### config.mk
export PLATFORM = sky130hd
export DESIGN_NAME = cdc_regbridge
export DESIGN_NICKNAME = d
export VERILOG_FILES = /design/src/rtl/cdc_regbridge_pkg.sv /design/src/rtl/cdc_ctrl_reg.sv /design/src/rtl/cdc_stat_reg.sv /design/src/rtl/cdc_seq.sv /design/src/rtl/cdc_regbridge.sv
export SDC_FILE = /design/constraint.sdc
export NUM_CORES = 1
export LEC_CHECK = 0
export ABC_AREA = 0
export BUFFER_PORTS_ARGS = -buffer_cell sky130_fd_sc_hd__buf_2
export CORE_AREA = 10 10 98 100
export CTS_BUF_LIST = sky130_fd_sc_hd__clkbuf_4 sky130_fd_sc_hd__clkbuf_8
export DETAILED_ROUTE_END_ITERATION = 8
export DIE_AREA = 0 0 108 110
export GPL_TIMING_DRIVEN = 0
export PLACE_DENSITY = 0.77
export REMOVE_ABC_BUFFERS = 1
export SKIP_CTS_REPAIR_TIMING = 1
export SYNTH_ARGS = -nofsm -noshare
export SYNTH_HDL_FRONTEND = slang
export SYNTH_SLANG_ARGS = --single-unit
### constraint.sdc
create_clock -name clk -period 2.4 [get_ports clk]
set_clock_uncertainty 0.15 [all_clocks]
set_input_delay 0.24 -clock clk [delete_from_list [all_inputs] [get_ports clk]]
set_output_delay 0.24 -clock clk [all_outputs]
set_load 0.005 [all_outputs]
### src/rtl/cdc_regbridge_pkg.sv
package cdc_regbridge_pkg;

    localparam int HOST_W = 32;
    localparam int IDX_W  = 7;
    localparam int DAT_W  = 16;

    // command word bit positions
    localparam int CTL_RD_BIT = 31;
    localparam int IDX_LSB    = 24;
    localparam int CTL_PDP    = 21;
    localparam int CTL_PDS    = 20;
    localparam int CTL_SHUT   = 18;
    localparam int CTL_WARM   = 17;
    localparam int CTL_NEW    = 16;

    // status word bit positions
    localparam int ST_PRI = 23;
    localparam int ST_SEC = 22;
    localparam int ST_NEW = 17;
    localparam int ST_OVF = 16;

    typedef enum logic [2:0] {
        SQ_IDLE,
        SQ_ISSUE,
        SQ_WAIT,
        SQ_WARM,
        SQ_SYNC
    } seq_st_e;

    typedef struct packed {
        logic             rd;
        logic [IDX_W-1:0] idx;
        logic [DAT_W-1:0] data;
        logic             warm;
        logic             shut;
        logic             pdp;
        logic             pds;
    } cmd_t;

endpackage

### src/rtl/cdc_ctrl_reg.sv
module cdc_ctrl_reg
    import cdc_regbridge_pkg::*;
(
    input  logic              clk,
    input  logic              rst_n,
    input  logic              wr,
    input  logic [HOST_W-1:0] wdata,
    input  logic              done,
    input  logic              stat_rd,
    output logic              accept,
    output cmd_t              cmd,
    output logic              cmd_new,
    output logic              ovf
);

    typedef struct packed {
        cmd_t cmd;
        logic new_f;
        logic ovf;
    } ctrl_s;

    ctrl_s s_d, s_q;
    logic  unused_bits;

    assign unused_bits = ^{wdata[23:22], wdata[19], wdata[CTL_NEW]};

    always_comb begin
        s_d    = s_q;
        accept = wr && !s_q.new_f;
        if (accept) begin
            s_d.cmd.rd   = wdata[CTL_RD_BIT];
            s_d.cmd.idx  = wdata[IDX_LSB +: IDX_W];
            s_d.cmd.data = wdata[DAT_W-1:0];
            s_d.cmd.warm = wdata[CTL_WARM];
            s_d.cmd.shut = wdata[CTL_SHUT];
            s_d.cmd.pdp  = wdata[CTL_PDP];
            s_d.cmd.pds  = wdata[CTL_PDS];
            s_d.new_f    = 1'b1;
        end else if (done) begin
            s_d.new_f = 1'b0;
        end
        if (stat_rd) begin
            s_d.ovf = 1'b0;
        end
        if (wr && s_q.new_f) begin
            s_d.ovf = 1'b1;
        end
    end

    always_ff @(posedge clk) begin
        if (!rst_n) begin
            s_q <= '0;
        end else begin
            s_q <= s_d;
        end
    end

    assign cmd     = s_q.cmd;
    assign cmd_new = s_q.new_f;
    assign ovf     = s_q.ovf;


    busy_write_ignored_chk: assert property (@(posedge clk) disable iff (!rst_n)
        (wr && cmd_new) |=> (ovf && $stable(cmd)));

endmodule

### src/rtl/cdc_stat_reg.sv
module cdc_stat_reg
    import cdc_regbridge_pkg::*;
(
    input  logic             clk,
    input  logic             rst_n,
    input  logic             post,
    input  logic [IDX_W-1:0] post_idx,
    input  logic [DAT_W-1:0] post_data,
    input  logic             rd_clr,
    input  logic             acc_clr,
    output logic [IDX_W-1:0] idx,
    output logic [DAT_W-1:0] data,
    output logic             fresh
);

    typedef struct packed {
        logic [IDX_W-1:0] idx;
        logic [DAT_W-1:0] data;
        logic             fresh;
    } stat_s;

    stat_s s_d, s_q;

    always_comb begin
        s_d = s_q;
        if (rd_clr || acc_clr) begin
            s_d.fresh = 1'b0;
        end
        if (post) begin
            s_d.fresh = 1'b1;
            s_d.idx   = post_idx;
            s_d.data  = post_data;
        end
    end

    always_ff @(posedge clk) begin
        if (!rst_n) begin
            s_q <= '0;
        end else begin
            s_q <= s_d;
        end
    end

    assign idx   = s_q.idx;
    assign data  = s_q.data;
    assign fresh = s_q.fresh;


    post_wins_chk: assert property (@(posedge clk) disable iff (!rst_n)
        post |=> (fresh && data == $past(post_data)));

endmodule

### src/rtl/cdc_seq.sv
module cdc_seq
    import cdc_regbridge_pkg::*;
#(
    parameter int WARM_CYC = 16,
    parameter int RSP_WAIT = 256
) (
    input  logic             clk,
    input  logic             rst_n,
    input  logic             cmd_new,
    input  logic             cmd_rd,
    input  logic             cmd_warm,
    input  logic [IDX_W-1:0] cmd_idx,
    input  logic             cmd_ready,
    input  logic             rsp_valid,
    input  logic [IDX_W-1:0] rsp_idx,
    input  logic             pri_ready,
    output logic             cmd_valid,
    output logic             issue_done,
    output logic             warm_done,
    output logic             warm_rst,
    output logic             post
);

    localparam int CNT_MAX = (WARM_CYC > RSP_WAIT) ? WARM_CYC : RSP_WAIT;
    localparam int CNT_W   = $clog2(CNT_MAX + 1);

    typedef struct packed {
        seq_st_e          st;
        logic [CNT_W-1:0] cnt;
        logic [IDX_W-1:0] idx;
    } seq_s;

    seq_s s_d, s_q;

    always_comb begin
        s_d        = s_q;
        issue_done = 1'b0;
        warm_done  = 1'b0;
        post       = 1'b0;
        unique case (s_q.st)
            SQ_IDLE: begin
                s_d.cnt = '0;
                if (cmd_new) begin
                    s_d.st = cmd_warm ? SQ_WARM : SQ_ISSUE;
                end
            end
            SQ_ISSUE: begin
                if (cmd_ready) begin
                    issue_done = 1'b1;
                    s_d.idx    = cmd_idx;
                    s_d.cnt    = '0;
                    s_d.st     = cmd_rd ? SQ_WAIT : SQ_IDLE;
                end
            end
            SQ_WAIT: begin
                if (rsp_valid && rsp_idx == s_q.idx) begin
                    post   = 1'b1;
                    s_d.st = SQ_IDLE;
                end else if (s_q.cnt == CNT_W'(RSP_WAIT - 1)) begin
                    s_d.st = SQ_IDLE;
                end else begin
                    s_d.cnt = s_q.cnt + 1'b1;
                end
            end
            SQ_WARM: begin
                if (s_q.cnt == CNT_W'(WARM_CYC - 1)) begin
                    warm_done = 1'b1;
                    s_d.st    = SQ_SYNC;
                end else begin
                    s_d.cnt = s_q.cnt + 1'b1;
                end
            end
            SQ_SYNC: begin
                if (pri_ready) begin
                    s_d.st = SQ_IDLE;
                end
            end
            default: s_d.st = SQ_IDLE;
        endcase
    end

    always_ff @(posedge clk) begin
        if (!rst_n) begin
            s_q <= '{st: SQ_IDLE, cnt: '0, idx: '0};
        end else begin
            s_q <= s_d;
        end
    end

    assign cmd_valid = (s_q.st == SQ_ISSUE);
    assign warm_rst  = (s_q.st == SQ_WARM);


    req_hold_chk: assert property (@(posedge clk) disable iff (!rst_n)
        (cmd_valid && !cmd_ready) |=> cmd_valid);

endmodule

### src/rtl/cdc_regbridge.sv
module cdc_regbridge
    import cdc_regbridge_pkg::*;
#(
    parameter int WARM_CYC = 16,
    parameter int RSP_WAIT = 256
) (
    input  logic              clk,
    input  logic              rst_n,
    input  logic              host_sel,
    input  logic              host_wr,
    input  logic              host_rd,
    input  logic [HOST_W-1:0] host_wdata,
    output logic [HOST_W-1:0] host_rdata,
    output logic              cmd_valid,
    input  logic              cmd_ready,
    output logic              cmd_rd,
    output logic [IDX_W-1:0]  cmd_idx,
    output logic [DAT_W-1:0]  cmd_wdata,
    input  logic              rsp_valid,
    input  logic [IDX_W-1:0]  rsp_idx,
    input  logic [DAT_W-1:0]  rsp_data,
    input  logic              pri_ready,
    input  logic              sec_ready,
    output logic              warm_rst,
    output logic              link_shutdown,
    output logic              pd_pri,
    output logic              pd_sec
);

    cmd_t             cmd;
    logic             cmd_new, ovf, accept;
    logic             issue_done, warm_done, post;
    logic             stat_rd, ctl_wr;
    logic [IDX_W-1:0] st_idx;
    logic [DAT_W-1:0] st_data;
    logic             st_fresh;

    assign stat_rd = host_rd && !host_sel;
    assign ctl_wr  = host_wr && host_sel;

    cdc_ctrl_reg u_ctrl (
        .clk     (clk),
        .rst_n   (rst_n),
        .wr      (ctl_wr),
        .wdata   (host_wdata),
        .done    (issue_done || warm_done),
        .stat_rd (stat_rd),
        .accept  (accept),
        .cmd     (cmd),
        .cmd_new (cmd_new),
        .ovf     (ovf)
    );

    cdc_seq #(
        .WARM_CYC (WARM_CYC),
        .RSP_WAIT (RSP_WAIT)
    ) u_seq (
        .clk        (clk),
        .rst_n      (rst_n),
        .cmd_new    (cmd_new),
        .cmd_rd     (cmd.rd),
        .cmd_warm   (cmd.warm),
        .cmd_idx    (cmd.idx),
        .cmd_ready  (cmd_ready),
        .rsp_valid  (rsp_valid),
        .rsp_idx    (rsp_idx),
        .pri_ready  (pri_ready),
        .cmd_valid  (cmd_valid),
        .issue_done (issue_done),
        .warm_done  (warm_done),
        .warm_rst   (warm_rst),
        .post       (post)
    );

    cdc_stat_reg u_stat (
        .clk       (clk),
        .rst_n     (rst_n),
        .post      (post),
        .post_idx  (rsp_idx),
        .post_data (rsp_data),
        .rd_clr    (stat_rd),
        .acc_clr   (accept),
        .idx       (st_idx),
        .data      (st_data),
        .fresh     (st_fresh)
    );

    always_comb begin
        host_rdata = '0;
        if (host_sel) begin
            host_rdata[CTL_RD_BIT]          = cmd.rd;
            host_rdata[IDX_LSB +: IDX_W]    = cmd.idx;
            host_rdata[CTL_PDP]             = cmd.pdp;
            host_rdata[CTL_PDS]             = cmd.pds;
            host_rdata[CTL_SHUT]            = cmd.shut;
            host_rdata[CTL_WARM]            = cmd.warm && cmd_new;
            host_rdata[CTL_NEW]             = cmd_new;
            host_rdata[DAT_W-1:0]           = cmd.data;
        end else begin
            host_rdata[IDX_LSB +: IDX_W]    = st_idx;
            host_rdata[ST_PRI]              = pri_ready;
            host_rdata[ST_SEC]              = sec_ready;
            host_rdata[ST_NEW]              = st_fresh;
            host_rdata[ST_OVF]              = ovf;
            host_rdata[DAT_W-1:0]           = st_data;
        end
    end

    assign cmd_rd        = cmd.rd;
    assign cmd_idx       = cmd.idx;
    assign cmd_wdata     = cmd.data;
    assign link_shutdown = cmd.shut;
    assign pd_pri        = cmd.pdp;
    assign pd_sec        = cmd.pds;


    pending_clear_chk: assert property (@(posedge clk) disable iff (!rst_n)
        (cmd_valid && cmd_ready) |=> !cmd_new);


    req_fields_stable_chk: assert property (@(posedge clk) disable iff (!rst_n)
        (cmd_valid && !cmd_ready) |=> ($stable(cmd_idx) && $stable(cmd_wdata) && $stable(cmd_rd)));


    warm_pending_chk: assert property (@(posedge clk) disable iff (!rst_n)
        warm_rst |-> (cmd_new && !cmd_valid));

endmodule

==> results of run 1 <==
==> registers in the layout, indices dropped and copies added (netlist names) <==
signal          count
u_ctrl.cmd         28
u_ctrl.cmd_new      1
u_seq.s_q          19
u_stat.idx          7
u_ctrl.ovf          1
u_stat.data        16
u_stat.fresh        1
==> power by group through the flow <==
stage               sequential (W)  combinational (W)  clock, W
global placement           0.00129           0.000242         0
CTS                        0.00126           0.000254   0.00124
global route               0.00127           0.000287   0.00130
detailed placement         0.00129           0.000253         0
floorplan                  0.00129           0.000104         0
finish                     0.00126           0.000260   0.00123
==> logic make-up (layout without fill, tap and decap cells) <==
logic type / Yosys count / count (layout) / synth area share
AND/OR/NAND/NOR: 151 / 152 / 0.221
flip-flops: 73 / 73 / 0.421
AO/OA/AOI/OAI: 60 / 60 / 0.131
multiplexers: 54 / 54 / 0.164
buffers and inverters: 30 / 152 / 0.0371
XOR/XNOR: 7 / 7 / 0.0177
adder cells (fa/ha/maj): 2 / 2 / 0.00721
other: 1 / 1 / 0.00108
==> worst paths after layout <==
| check | startpoint | end | cells after the start |
|---|---|---|---|
| worst min register to register | u_seq.s_q[10] | u_seq.s_q[10] | 1 |
| worst max-delay path | u_seq.s_q[11] | u_seq.s_q[13] | 9 |
| worst min-delay path | host_wdata[27] | u_ctrl.cmd[23] | 3 |
| worst max register to register | u_seq.s_q[11] | u_seq.s_q[13] | 9 |
==> cell usage after synthesis (all sizes together) <==
library cell and n:
o41ai 2, inv 4, a21o 1, nor4b 2, mux2i 30, a21boi 30, o21ai 3, and3 3
mux2 24, nand3 10, xnor2 7, o31ai 3, or2 2, conb 1, o211ai 5, o2111ai 2
nor2 9, nor3 2, nand2b 2, a41oi 1, clkbuf 15, buf 11, nand3b 2, or4 3
nand4 3, dfxtp 73, a221oi 1, a31oi 4, o32ai 1, a21oi 5, nand4b 1, and2 7
and2b 1, nor2b 37, or3 1, o31a 1, ha 2, a32oi 1, nand2 66
==> layer usage <==
metal	up-vias	global-route usage
met2	117	0.244
met4	0	0.0534
met1	1457	0.187
met5	-	0
met3	12	0.0789
li1	1536	-
==> metrics by stage <==
| step | setup WS, ns | hold WS [ns] |
|---|---|---|
| after detailed placement | -0.347 | 0.326 |
| after CTS | -0.330 | -0.00854 |
| after floorplan | -1.58 | 0.212 |
| final | -0.0883 | 0.00000738 |
| after global routing | -0.143 | 0.00129 |
| after global placement | -3.10 | 0.313 |
==> placed cells by master, fill, tap and decap left out, types with 4 or more instances in the layout <==
master and count:
xnor2_1 7, nand2_1 65, a21boi_0 30, mux2_2 24, inv_1 4, dfxtp_1 71
clkbuf_8 12, a31oi_1 4, o211ai_1 5, mux2i_1 30, nor2_1 8, buf_4 5
a21oi_1 5, nand3_1 7, and2_1 6, nor2b_1 36, buf_2 119
==> layout make-up <==
cell class / count / share of cell area
Multi-Input combinational cell: 276 / 0.432
Sequential cell: 73 / 0.319
Timing Repair Buffer: 132 / 0.161
Clock buffer: 12 / 0.0359
Tap cell: 102 / 0.0277
Clock inverter: 4 / 0.0212
Inverter: 4 / 0.00326
==> worst max-delay path, stage by stage, from the launching register on <==
cell,delay (ns)
dfxtp_1,0.34
and3_4,0.19
and3_4,0.18
and3_4,0.18
ha_4,0.15
nor2b_4,0.13
a221oi_4,0.36
nand3_2,0.18
or4_4,0.47
nand3_2,0.09
==> summary.txt, run 1 <==
Status: finished, violations left
Failing checks: negative setup slack
Register area: 1470 µm²
CP required: 2.52 ns
H-tree depth: 3
M1 wire length: 4220 µm
Iteration-0 DRC Markers: 206
Pleak: 1.94 nW
Pint: 0.00214 W
Final core occ: 0.601
Slew HR: 0.263
Drt first pass iters: 4
Max IR drop VDD: 0.000544 V
Initial cell density of the core: 0.454
First-pass GRT wire length: 15300 µm
Met2 wire len: 4670 µm
Synth-to-Final Area Change: 32.5%
Non-Filler Instances: 603
CTS Buf Count: 9
Initial antenna violation count: 0
Area of the multi-input gates: 1990 µm²
Post-layout instance area: 4600 µm²
Pwr dens: 598 nW/µm²
# DRC: 0
WL/cell: 16.6 µm
Post-Synthesis Cells: 378
Clock power frac: 0.447
Max Cap Violations: 0
Top cell type's share of synthesized area: 0.421
Core Area: 7650 µm²
Pins Over Slew Limit: 0
Clk Latency, worst-skew pair: 0.34 ns
CTS tree: yes
Sequential area share after synthesis: 0.421
Die H: 110 µm
Die width: 108 µm
Reg power frac: 0.459
Root buffer cell: clkbuf_8
RSZ-0062 raised after global routing: yes
Synth cell types: 46
PortBufs: 119
R2R setup slack: -0.09 ns
Fin crit share: 1.04
Slew @ Worst Pin: 1.10 ns
Kind of critical path: register to register
Layout cells sized above 1: 0.381
Crit Path Max Fanout: 4
Via density: 5.18
Placer Congestion: 0.838
Placed instance area: 4150 µm²
Total GRT Usage: 0.158
Final number of setup-violating endpoints: 3
Nature of the critical path endpoint: register
Final Hold Fails: 0
Final HPWL DP: 6950 µm
Highest Signal Layer: met4
Minimum clock period: 2.49 ns
Hold Crit Class: input port to register
FP Rows: 32
Die area: 11900 µm²
Overall routed net length: 9990 µm
Clock transition at path regs: 0.08 ns
Layout Nets: 562
Net Sw Frac: 0.220
Synth Cell Area: 3470 µm²
Setup slack after layout: -0.0883 ns
WL met3: 947 µm
Comb pwr share: 0.095
Synthesized area per cell: 9.19 µm²
Clock Sinks: 73
Cell accounting for the most synthesized area: dfxtp_1
Most area-consuming cells after synthesis: dfxtp_1 (42%), mux2i_1 (8.6%), mux2_2 (7.8%), nand2_1 (7.0%), a21boi_0 (6.5%)
CTS max path bufs: 2
Via count: 3122
Congestion Overflow GR: 0
Setup TNS Final: -0.155 ns
Final ANT Viol Nets: 0
Pin count of the biggest net entering global routing: 77
Io pins: 125
Crit path DAT: 2.61 ns
Startpoint Class: register
# diodes: 0
Max Freq: 402 MHz
Synthesis warning total: 0
Cells after DPL: 577
#FFs+latches synth: 73
Fill count: 649
Pwr Total: 0.00275 W
Number of global-route vias before repair: 3136
Sw Pwr: 0.000606 W
Note: power is estimated with default switching activity, not from simulation.
==> run 2, diff against run 1 <==
Settings changed: PLACE_DENSITY 0.77 to 0.8, RECOVER_POWER from default to 100.
==> summary.txt, run 2 (synthesis gave the netlist of run 1 again) <==
Minimum clock period: 2.39 ns (-0.103 ns)
# diodes: 0 (unchanged)
Die H: 110 µm (unchanged)
Clk Latency, worst-skew pair: 0.34 ns (about the same)
Hold Crit Class: input port to register
Slew HR: 0.251 (-0.0123)
FP Rows: 32 (unchanged)
H-tree depth: 3 (unchanged)
Synth-to-Final Area Change: 30.2%
Crit Path Max Fanout: 6 (+2)
Root buffer cell: clkbuf_8
Clock Sinks: 73 (unchanged)
Initial antenna violation count: 0 (unchanged)
Post-layout instance area: 4520 µm² (-1.7%)
Iteration-0 DRC Markers: 108 (-48%)
Final HPWL DP: 6940 µm (-0.14%)
Congestion Overflow GR: 0 (unchanged)
First-pass GRT wire length: 15400 µm (+0.90%)
Core Area: 7650 µm² (unchanged)
CP required: 2.53 ns (about the same)
Max Freq: 419 MHz (+4.3%)
Crit path DAT: 2.51 ns (-0.10 ns)
R2R setup slack: 0.01 ns (+0.10 ns)
Most crowded layer after global routing: met2
Layout Nets: 561 (-0.18%)
Overall routed net length: 9790 µm (-2.0%)
Routing usage on met1: 0.192 (+0.00466)
PortBufs: 119 (unchanged)
Placed instance area: 4150 µm² (-0.21%)
Setup TNS Final: 0 ns (+0.155 ns)
WL/cell: 16.3 µm (-1.9%)
Pleak: 1.81 nW (-6.7%)
Number of global-route vias before repair: 3081 (-1.8%)
Max IR drop VDD: 0.000352 V (-35%)
Most common cell after layout, fill and taps aside: buf_2
Pwr Total: 0.00275 W (+0.11%)
Initial cell density of the core: 0.454 (unchanged)
Failing checks: negative hold slack
Io pins: 125 (unchanged)
Register-to-Register Path Depth: 9 (unchanged)
Via density: 5.04 (-2.7%)
CTS max path bufs: 2 (unchanged)
Nature of the critical path endpoint: register
Drt first pass iters: 4 (unchanged)
CTS Buf Count: 9 (unchanged)
Status: finished, violations left
Hold depth: 3 (unchanged)
Pin count of the biggest net entering global routing: 77 (unchanged)
Kind of critical path: register to register
Clock transition at path regs: 0.08 ns (about the same)
Total GRT Usage: 0.161 (+0.00250)
Final core occ: 0.591 (-0.0105)
RSZ-0062 raised after global routing: yes
Met2 Track Usage GR: 0.258 (+0.0134)
Largest register FFs: 28 (unchanged)
Max Cap Violations: 0 (unchanged)
Startpoint Class: register
Final Hold Fails: 2 (+2)
Pins Over Slew Limit: 0 (unchanged)
Die area: 11900 µm² (unchanged)
Hold slack final: -0.00129 ns (-0.00130 ns)
Via count: 3032 (-2.9%)
Placer Congestion: 0.868 (+3.7%)
Slew @ Worst Pin: 1.12 ns (+0.0185 ns)
Layout cells sized above 1: 0.324 (-0.0572)
Met3 Use GR: 0.0656 (-0.0133)
Most frequent cells in the layout: buf_2 (98), dfxtp_1 (70), nand2_1 (65), nor2b_1 (36)
Fin crit share: 0.994 (-0.0427)
Pwr dens: 609 nW/µm² (+1.9%)
Final number of setup-violating endpoints: 0 (-3)
CTS tree: yes
# DRC: 0 (unchanged)
Final ANT Viol Nets: 0 (unchanged)
Die width: 108 µm (unchanged)
==> run 2: worst max-delay path, stage by stage (launching register included) <==
cell      delay (ns)
dfxtp_4         0.37
and3_4          0.18
and3_4          0.18
and3_4          0.18
ha_4            0.14
nor2b_4         0.13
a221oi_4        0.34
nand3_2         0.15
or4_1           0.43
nand3_1         0.08
==> run 2: area by class of cell <==
class                      instances  area (µm²)
sequential                        73        1470
clock inverter                     4        97.6
multi-input combinational        275        1940
clock buffer                      12         165
fill                             687        3130
timing repair buffer             132         706
inverter                           4        15.0
tap                              102         128
==> run 2: routing by layer <==
metal / wire length, µm / vias up
met1: 4120 / 1404
li1: - / 1533
met2: 4860 / 91
met5: 0 / -
met3: 750 / 4
met4: 53 / 0
==> run 2: worst paths after layout <==
check | from | to
worst max-delay path | u_seq.s_q[10] | u_seq.s_q[13]
worst min-delay path | host_wdata[10] | u_ctrl.cmd[14]
worst max register to register | u_seq.s_q[10] | u_seq.s_q[13]
worst min register to register | u_ctrl.cmd[9] | u_ctrl.cmd[9]
==> run 2: power breakdown <==
group	internal (W)	leakage, nW	switching [W]	total (W)
Combinational	0.000126	1.09	0.000126	0.000252
Clock	0.000777	0.129	0.000461	0.00124
Sequential	0.00124	0.593	0.0000264	0.00126
Total	0.00214	1.81	0.000613	0.00275
==> run 2: stage by stage <==
stage / setup WS (ns) / cells
finish: 0.0143 / 602
global route: -0.0491 / 602
CTS: -0.286 / 593
detailed placement: -0.242 / 577
global placement: -3.13 / 573
floorplan: -1.58 / 352
==> run 3, diff against run 2 <==
Settings changed: CORE_AREA 10 10 98 100 to 2 2 90 92, DIE_AREA 0 0 108 110 to 0 0 92 94, SLEW_MARGIN from default to 20.
==> summary.txt, run 3 (synthesis gave the netlist of run 1 again) <==
Status: finished, violations left
Failing checks: negative hold slack, negative setup slack
Crit Path Max Fanout: 9 (+3)
Io pins: 125 (unchanged)
Most frequent CP cell: and3_4
R2R setup slack: -0.07 ns (-0.08 ns)
Hold Path Origin: host_wdata[2]
PortBufs: 119 (unchanged)
Crit-path slowest cell: a221oi_4
Max Freq: 405 MHz (-3.3%)
First-pass GRT wire length: 13900 µm (-10%)
Layout Nets: 572 (+2.0%)
Final Hold Fails: 6 (+4)
Hold Crit Class: input port to register
Clock transition at path regs: 0.08 ns (about the same)
Overall routed net length: 9300 µm (-5.0%)
Hold slack final: -0.0142 ns (-0.0129 ns)
Die area: 8650 µm² (-27%)
Max Cap Violations: 0 (unchanged)
Via count: 3171 (+4.6%)
Top delay family on crit path: compound AO/OA/AOI/OAI gates
Pwr dens: 563 nW/µm² (-7.5%)
CP required: 2.47 ns (-0.06 ns)
Pin count of the biggest net entering global routing: 77 (unchanged)
# diodes: 0 (unchanged)
Iteration-0 DRC Markers: 253 (+130%)
Initial cell density of the core: 0.456 (+0.00239)
RSZ-0062 raised after global routing: yes
Nature of the critical path endpoint: register
H-tree depth: 3 (unchanged)
Final core occ: 0.600 (+0.00920)
Slew @ Worst Pin: 0.879 ns (-0.244 ns)
Worst path bufs/invs: 1 (+1)
Pleak: 1.85 nW (+2.2%)
Largest register FFs: 28 (unchanged)
Hold depth: 3 (unchanged)
Via density: 5.18 (+2.9%)
RR Endpoint: u_seq.s_q[15]
Drt first pass iters: 4 (unchanged)
FP Rows: 32 (unchanged)
Final ANT Viol Nets: 0 (unchanged)
Kind of critical path: register to register
Pwr Total: 0.00257 W (-6.5%)
Minimum clock period: 2.47 ns (+0.0817 ns)
Pins Over Slew Limit: 0 (unchanged)
CP peak stage delay: 0.40 ns (-0.03 ns)
R2R Path Start: u_seq.s_q[10]
Number of global-route vias before repair: 2994 (-2.8%)
# DRC: 0 (unchanged)
Final number of setup-violating endpoints: 4 (+4)
CTS max path bufs: 2 (unchanged)
Most frequent cells in the layout: buf_2 (100), dfxtp_1 (70), nand2_1 (65), nor2b_1 (36)
Crit path DAT: 2.54 ns (+0.03 ns)
Core Area: 7610 µm² (-0.52%)
Startpoint Class: register
Fill count: 670 (-2.5%)
Total GRT Usage: 0.203 (+0.0427)
Max IR drop VDD: 0.000420 V (+19%)
CTS Buf Count: 9 (unchanged)
Clk Latency, worst-skew pair: 0.34 ns (about the same)
Die width: 92 µm (-15%)
Initial antenna violation count: 0 (unchanged)
Setup slack after layout: -0.0675 ns (-0.0817 ns)
Most common cell after layout, fill and taps aside: buf_2
Die H: 94 µm (-15%)
Fin crit share: 1.03 (+0.0341)
Clock Sinks: 73 (unchanged)
WL/cell: 15.2 µm (-6.5%)
Hold Path Sink: u_ctrl.cmd[6]
Synth-to-Final Area Change: 31.5%
Placer Congestion: 0.863 (-0.68%)
Final HPWL DP: 5900 µm (-15%)
Register-to-Register Path Depth: 10 (+1)
CP cell instances: and3_4 > and3_4 > and3_4 > ha_4 > nor2b_4 > a221oi_4 > buf_4 > nand2_4 > o211ai_1 > o41ai_2
Slew HR: 0.414 (+0.163)
Root buffer cell: clkbuf_8
Congestion Overflow GR: 0 (unchanged)
CTS tree: yes
Layout cells sized above 1: 0.337 (+0.0133)
==> run 3: changes by cell type in the layout (fill, tap and decap cells not counted), moves of 2 or more <==
cell           before  now
buf_2              98  100
buf_8               3    0
clkbuf_8           12   10
clkbuf_1           21   17
dlygate4sd3_1       5   10
buf_4               4   13
==> run 3: area by class of cell <==
| type | instances | area (µm²) | share of cell area |
|---|---|---|---|
| inverter | 4 | 15.0 | 0.00329 |
| multi-input combinational | 275 | 1950 | 0.427 |
| sequential | 73 | 1470 | 0.321 |
| clock buffer | 10 | 138 | 0.0301 |
| timing repair buffer | 143 | 790 | 0.173 |
| clock inverter | 5 | 80.1 | 0.0175 |
| tap | 102 | 128 | 0.0280 |
==> run 3: tightest hold or removal path, stage by stage <==
cell and delay, ns:
buf_2 0.09, nand2_1 0.04, a21boi_0 0.06
==> run 3: worst max-delay path by stage <==
stage / from / endpoint / depth (start not counted)
finish: u_seq.s_q[10] / u_seq.s_q[15] / 10
detailed placement: u_seq.s_q[10] / u_seq.s_q[13] / 9
global route: u_seq.s_q[10] / u_seq.s_q[15] / 10
global placement: rsp_idx[4] / u_seq.s_q[7] / 6
floorplan: u_seq.s_q[1] / u_stat.data[0] / 5
CTS: u_seq.s_q[10] / u_seq.s_q[13] / 9
==> run 3: report_power, final <==
group | internal [W] | switching (W)
Clock | 0.000606 | 0.000445
Sequential | 0.00124 | 0.0000265
Combinational | 0.000131 | 0.000129
==> run 3: through the flow <==
step                hold slack [ns]  TNS (ns)  cell area (µm²)  worst slack, ns  cells
CTS                         -0.0213    -0.857             4350           -0.269    592
floorplan                     0.212    -42.51             3360            -1.58    352
finish                      -0.0142    -0.167             4570          -0.0675    612
global route                0.00232    -0.507             4570           -0.150    612
global placement              0.311   -102.83             4080            -3.08    573
detailed placement            0.325    -0.660             4130           -0.233    577
==> run 3: layer usage <==
metal  part of all wire  up-vias  track usage
met2               0.49      142        0.336
met5                  0        -            0
met4              0.015        0       0.0846
met3              0.077       13       0.0770
li1                   -     1552            -
met1               0.42     1464        0.237
